**src/rtl/burst_addr_pkg.sv**
```systemverilog
package burst_addr_pkg;

   // width of the burst beat field; four beats per burst
   localparam int unsigned BEAT_BITS = 2;
   localparam int unsigned BEATS     = 1 << BEAT_BITS;

   typedef enum logic {
      ORD_LINEAR     = 1'b0,
      ORD_INTERLEAVE = 1'b1
   } burst_order_e;

endpackage

```
**src/rtl/burst_load_ctl.sv**
```systemverilog
module burst_load_ctl (
   input  logic load_ctl_n,
   input  logic load_cpu_n,
   input  logic chip_en_n,
   output logic load
);

   logic ctl_hit;
   logic cpu_hit;

   assign ctl_hit = ~load_ctl_n;
   assign cpu_hit = ~load_cpu_n & ~chip_en_n;
   // two strobes in one cycle collapse into a single load
   assign load    = ctl_hit | cpu_hit;

   always_comb begin
      if (!load_cpu_n && !chip_en_n) begin
         a_r2_cpu_loads: assert (load === 1'b1);
      end
   end

endmodule

```
**src/rtl/burst_beat_ctr.sv**
```systemverilog
module burst_beat_ctr #(
   parameter int unsigned CNT_W = 2
) (
   input  logic             clk,
   input  logic             rst_n,
   input  logic             load,
   input  logic             adv_n,
   output logic [CNT_W-1:0] beat_q,
   output logic             active_q
);

   logic             step;
   logic [CNT_W-1:0] beat_d;

   assign step   = active_q & ~adv_n & ~load;
   // natural wrap of the counter returns to beat 0 after the last beat
   assign beat_d = load ? '0 : (step ? beat_q + 1'b1 : beat_q);

   always_ff @(posedge clk or negedge rst_n) begin
      if (!rst_n) begin
         beat_q   <= '0;
         active_q <= 1'b0;
      end else begin
         beat_q <= beat_d;
         if (load) begin
            active_q <= 1'b1;
         end
      end
   end

   a_r4_hold_beat: assert property (@(posedge clk) disable iff (!rst_n)
      (!load && adv_n) |=> $stable(beat_q));

   a_r11_idle_before_load: assert property (@(posedge clk) disable iff (!rst_n)
      (!active_q && !load) |=> (beat_q == '0));

endmodule

```
**src/rtl/burst_order_map.sv**
```systemverilog
module burst_order_map
   import burst_addr_pkg::*;
#(
   parameter int unsigned CNT_W       = 2,
   parameter bit          SUPPORT_ILV = 1'b1
) (
   input  logic [CNT_W-1:0] start_bits,
   input  logic [CNT_W-1:0] beat,
   input  burst_order_e     order,
   output logic [CNT_W-1:0] low_bits
);

   logic [CNT_W-1:0] lin_bits;

   assign lin_bits = start_bits + beat;

   generate
      if (SUPPORT_ILV) begin : g_both
         logic [CNT_W-1:0] ilv_bits;
         for (genvar b = 0; b < CNT_W; b++) begin : g_bit
            assign ilv_bits[b] = start_bits[b] ^ beat[b];
         end
         assign low_bits = (order == ORD_INTERLEAVE) ? ilv_bits : lin_bits;
      end else begin : g_linear_only
         logic unused_order;
         assign unused_order = order;
         assign low_bits     = lin_bits;
      end
   endgenerate

   always_comb begin
      if (beat == '0) begin
         a_r1_beat0_is_start: assert (low_bits == start_bits);
      end
   end

endmodule

```
**src/rtl/burst_addr_gen.sv**
```systemverilog
module burst_addr_gen
   import burst_addr_pkg::*;
#(
   parameter int unsigned ADDR_W      = 18,
   parameter bit          SUPPORT_ILV = 1'b1
) (
   input  logic              clk,
   input  logic              rst_n,
   input  logic              load_ctl_n,
   input  logic              load_cpu_n,
   input  logic              chip_en_n,
   input  logic              adv_n,
   input  logic              order_ilv,
   input  logic [ADDR_W-1:0] addr_in,
   output logic [ADDR_W-1:0] word_addr,
   output logic              burst_active
);

   localparam int unsigned CW = BEAT_BITS;
   localparam int unsigned UW = ADDR_W - CW;

   generate
      if (ADDR_W <= CW) begin : g_bad_width
         $error("burst_addr_gen: ADDR_W must exceed the beat field width");
      end
   endgenerate

   logic              load;
   logic [ADDR_W-1:0] addr_q;
   burst_order_e      order_q;
   logic [CW-1:0]     beat;
   logic [CW-1:0]     low_bits;

   burst_load_ctl u_load (
      .load_ctl_n (load_ctl_n),
      .load_cpu_n (load_cpu_n),
      .chip_en_n  (chip_en_n),
      .load       (load)
   );

   always_ff @(posedge clk or negedge rst_n) begin
      if (!rst_n) begin
         addr_q  <= '0;
         order_q <= ORD_LINEAR;
      end else if (load) begin
         addr_q  <= addr_in;
         order_q <= burst_order_e'(order_ilv);
      end
   end

   burst_beat_ctr #(.CNT_W(CW)) u_ctr (
      .clk      (clk),
      .rst_n    (rst_n),
      .load     (load),
      .adv_n    (adv_n),
      .beat_q   (beat),
      .active_q (burst_active)
   );

   burst_order_map #(.CNT_W(CW), .SUPPORT_ILV(SUPPORT_ILV)) u_map (
      .start_bits (addr_q[CW-1:0]),
      .beat       (beat),
      .order      (order_q),
      .low_bits   (low_bits)
   );

   assign word_addr = {addr_q[ADDR_W-1:CW], low_bits};

   // a controller load shows the sampled address next cycle
   a_r1_ctl_load: assert property (@(posedge clk) disable iff (!rst_n)
      !load_ctl_n |=> (word_addr == $past(addr_in)));

   // a processor strobe without chip enable changes nothing
   a_r3_cpu_gated: assert property (@(posedge clk) disable iff (!rst_n)
      (load_ctl_n && chip_en_n && adv_n) |=> $stable(word_addr));

   // upper bits fixed between loads
   a_r8_upper_fixed: assert property (@(posedge clk) disable iff (!rst_n)
      !load |=> $stable(word_addr[ADDR_W-1:CW]));

   // both strobes together still give beat 0 of the new address
   a_r9_dual_strobe: assert property (@(posedge clk) disable iff (!rst_n)
      (!load_ctl_n && !load_cpu_n && !chip_en_n) |=> (word_addr == $past(addr_in)));

   // the burst flag never drops outside reset
   a_r12_active_sticky: assert property (@(posedge clk) disable iff (!rst_n)
      burst_active |=> burst_active);

   logic [UW-1:0] unused_upper;
   assign unused_upper = addr_q[ADDR_W-1:CW];

endmodule

```
**config.mk**
```make
export PLATFORM = sky130hd
export DESIGN_NAME = burst_addr_gen
export DESIGN_NICKNAME = d
export VERILOG_FILES = /design/src/rtl/burst_addr_pkg.sv /design/src/rtl/burst_load_ctl.sv /design/src/rtl/burst_beat_ctr.sv /design/src/rtl/burst_order_map.sv /design/src/rtl/burst_addr_gen.sv
export SDC_FILE = /design/constraint.sdc
export NUM_CORES = 1
export LEC_CHECK = 0
export ABC_AREA = 1
export BUFFER_PORTS_ARGS = -buffer_cell sky130_fd_sc_hd__buf_2
export CAP_MARGIN = 10
export CORE_MARGIN = 1.5
export CORE_UTILIZATION = 41
export DETAILED_ROUTE_END_ITERATION = 8
export PLACE_DENSITY = 0.71
export SETUP_SLACK_MARGIN = 0.2
export SYNTH_ARGS = -nofsm -noshare
export SYNTH_HDL_FRONTEND = slang
export SYNTH_SLANG_ARGS = --single-unit
```
**constraint.sdc**
```tcl
create_clock -name clk -period 0.85 [get_ports clk]
set_input_delay 0.085 -clock clk [delete_from_list [all_inputs] [get_ports clk]]
set_output_delay 0.085 -clock clk [all_outputs]
set_load 0.05 [all_outputs]
```
# == Word-level counts from Yosys, hierarchy flattened ==
# Index checks and enable logic that the tools add are counted.
# word_totals
in_bits,25
register_bits,22
# classes
n_bitwise,11
n_mux,3
add_sub_neg,2
reduce_logical,1
# op_table
cell,count
2-to-1 mux 2 bit,3
inverter 1 bit,5
AND 1 bit,3
"adder 2 x 1 -> 2 bit, second input constant",1
adder 2 bit,1
nonzero test 2 bit,1
bitwise XOR 1 bit,2
bitwise OR 1 bit,1

# == Longest topological paths before layout ==
# depth
word_depth,7
depth_mapped,6
mapped_depth_nobuf,6

# == By module ==
# A second synthesis with hierarchy kept.
# unflattened
hier_cells,128
area_unflattened_um2,1067.3
# modules_own_cells
mod,seq_area_each_um2,area_each_um2,instances,cells_each
burst_addr_gen,475.5,858.3,1,96
burst_beat_ctr,75.1,136.4,1,16
burst_order_map,0.0,67.6,1,15
burst_load_ctl,0.0,5.0,1,1

# == Least setup slack after synthesis ==
# OpenSTA, ideal clock, no wires.
# synth_timing
kind,reg-to-output
start,reg u_ctr.beat_q[0]
end,out word_addr[1]
t_arrival_ns,1.059
n_path_buf,0
path_stages_with_launch,7
path_slack_ns,-0.294
path_cell_list,dfrtp_1 -> ha_1 -> nand2_1 -> inv_1 -> nand2_1 -> nand2_1 -> inv_1
# synth_between
elab_chain_len,2
# synth_rtl
element,line_no,rtl
"start, declared",burst_beat_ctr.sv:8,"output logic [CNT_W-1:0] beat_q,"
"start signal, assigned",burst_beat_ctr.sv:24,beat_q <= beat_d;
adder 2 bit,burst_order_map.sv:15,assign lin_bits = start_bits + beat;
2-to-1 mux 2 bit,burst_order_map.sv:23,assign low_bits = (order == ORD_INTERLEAVE) ? ilv_bits : lin_bits;
"end, declared",burst_addr_gen.sv:15,"output logic [ADDR_W-1:0] word_addr,"
# Every way passes these cells.

# == Worst setup path in the final report ==
# layout_timing
start,reg addr_q[0]
end,out word_addr[1]
# layout_between
elab_chain_len,2
# layout_rtl
element,line_no,rtl
"start, declared",burst_addr_gen.sv:29,logic [ADDR_W-1:0] addr_q;
"start signal, assigned",burst_addr_gen.sv:46,addr_q <= addr_in;
adder 2 bit,burst_order_map.sv:15,
2-to-1 mux 2 bit,burst_order_map.sv:23,
# Every way passes these cells.

==> metrics.yaml <==
grt_overflow: 0
clock.fmax_ghz: 0.690
layout-drive-gt1-share_pct: 46.5
synth_area_leader_cell: "dfrtp_1"
min_path_type: "input pin to asynchronous set/reset pin"
die_w_um: 53.1
multi_input_comb_area_um2: 388
synthDistinctLibCells: 15
hold_violations: 22
violations: "hold timing, setup timing"
die-area_um2: 2820
core_um2: 2300
start_util_pct: 44.8
stdcell_count: 213
rsz0062_at_grt: "true"
end_kind: "output port"
synth_common_cells: "62 x nand2_1, 22 x dfrtp_1, 17 x buf_4"
num_vias: 937
finalWirelength_um: 2580
final_nets: 212
grt_max_degree: 23
placed_cells: 182
ys_ff_latch: 22
fillCellCount: 169
syn_nets: 150
power_density_nw_per_um2: 1640
antenna_found_initial: 0
area_growth_pct: 67.4
path_class: "register to output port"
clk_pin_slew_ps: 130
clk_latency_ps: 310
vias_per_cell: 4.40
yosysSeqAreaShare_pct: 53.5
status: "finished, violations left"
whs_ps: -295
boundaryPins: 44
tightest_slew_ps: 488
p_leak_nw: 0.932
first_pass_iters: 2
critical_path.max_fanout: 2
track_usage_pct: 18.3
r2r_cells: 5
max-cap-violations: 0
post-route-min-period_ps: 1450
synth-edff-count: 0
final_area_um2: 1720
post-route-period-util_pct: 170
fin_total_pwr_mw: 2.83
antennaDiodeCount: 0
dp_slack_ps: -332
yosysMostFrequentCell: "nand2_1"
setup_tns_ps: -3370
synth_area_um2: 1030
vdd_drop_max_uv: 1320
cts_buffers: 3
grt_pass1_vias: 896
regArea_um2: 552
synth_area_per_cell_um2: 8.29
critPathLaunchType: "register"
worstPathArrival_ps: 1360
drc_errors: 0
dp_hpwl_um: 1430
wl_per_cell_um: 12.1
drt_iter0_markers: 2
yosys_most_used_dff: "dfrtp_1"
dpl_cell_area_um2: 1200
yosysTopAreaCellShare_pct: 53.5
ys_warn_count: 0
cts_tree: "built"
setup_viol: 22
root_buffer: "clkbuf_4"
h-tree-depth: 1
synthCells: 124
grt_pass1_wl_um: 3670
final_max_slew_viol_count: 0
setup_ws_ps: -599
final_core_util_pct: 74.9
worstPathRequired_ps: 760
rows: 17
synthTopCellsByArea: "dfrtp_1 54%, nand2_1 23%, buf_4 12%, inv_1 2.6%, ha_1 1.2%"
synthArstFlopShare_pct: 100
slew_headroom_pct: 67.5
finClkSkew_ps: 13.3
cts_sinks: 22
die_y_um: 53.1
place.gp.congestion: 0.630
port_buffers: 43
ant_nets: 0
clockBufferDepth: 2
hold_buffers: 18
## state kept, by name, indices dropped and copies added (netlist names)
name / count
u_ctr.beat_q: 2
addr_q: 18
order_q: 1
u_ctr.active_q: 1
## worst paths after layout
path / startpoint / endpoint / slack [ps]
max: addr_q[0] / word_addr[1] / -600
min: rst_n / addr_q[10] / -300
max reg2reg: u_ctr.beat_q[0] / u_ctr.beat_q[1] / -170
min reg2reg: addr_q[17] / addr_q[17] / 510
max in group asynchronous: rst_n / u_ctr.active_q / 770
min in group clk: order_ilv / order_q / 10
## critical path: stages, from the launching register on
cell and delay (ps):
dfrtp_1 440, ha_4 180, nand2_4 50, nand3_2 60
nand2_2 80, clkinvlp_4 80, buf_8 150
## layout by cell type (no fill, tap or decap), types with 2 or more instances in the layout
cell type	Yosys	routed
clkbuf_4	0	3
dlymetal6s4s_1	0	2
buf_8	0	3
dlygate4sd3_1	0	16
o21ai_2	0	3
inv_2	1	3
buf_4	17	6
nand2_2	0	8
nand2_1	62	53
buf_2	2	24
nor2_1	3	2
inv_1	7	4
dfrtp_1	22	21
buf_6	0	25
## cell type report
| cell class | instances | share of cell area (%) |
|---|---|---|
| timing repair buffer | 76 | 39.3 |
| sequential | 22 | 32.0 |
| multi-input combinational | 75 | 22.5 |
| clock buffer | 4 | 2.11 |
| tap | 28 | 2.03 |
| inverter | 8 | 1.96 |
## repair_timing
| action | 4_1_cts | 5_1_grt |
|---|---|---|
| buffers inserted | 1 | 8 |
| endpoints found under the setup margin | 24 | 35 |
| gates resized for setup | 47 | 26 |
| pin swaps | 0 | 12 |
| hold endpoints to repair | 41 | 22 |
## report_power, final
part	internal, mW	switching (mW)
clock	0.261	0.327
sequential	1.14	0.0729
combinational	0.449	0.579
## metal layers
| metal | GRT usage (%) | vias up | share of wire [%] |
|---|---|---|---|
| met5 | 0 | - | 0 |
| met4 | 6.41 | 0 | 1.7 |
| met3 | 2.82 | 4 | 4.7 |
| met2 | 33.8 | 35 | 51 |
| met1 | 21.2 | 420 | 43 |
| li1 | - | 478 | - |
## kinds of logic (layout without fill, tap and decap cells)
family | after synthesis | count (layout) | synth area share, %
adders and majority gates | 1 | 1 | 1.22
AOI/OAI and AO/OA | 4 | 4 | 1.95
DFF | 22 | 22 | 53.5
buffers and inverters | 27 | 88 | 16.3
and+or+nand+nor | 70 | 70 | 27.0
Note: power is estimated with default switching activity, not from simulation.
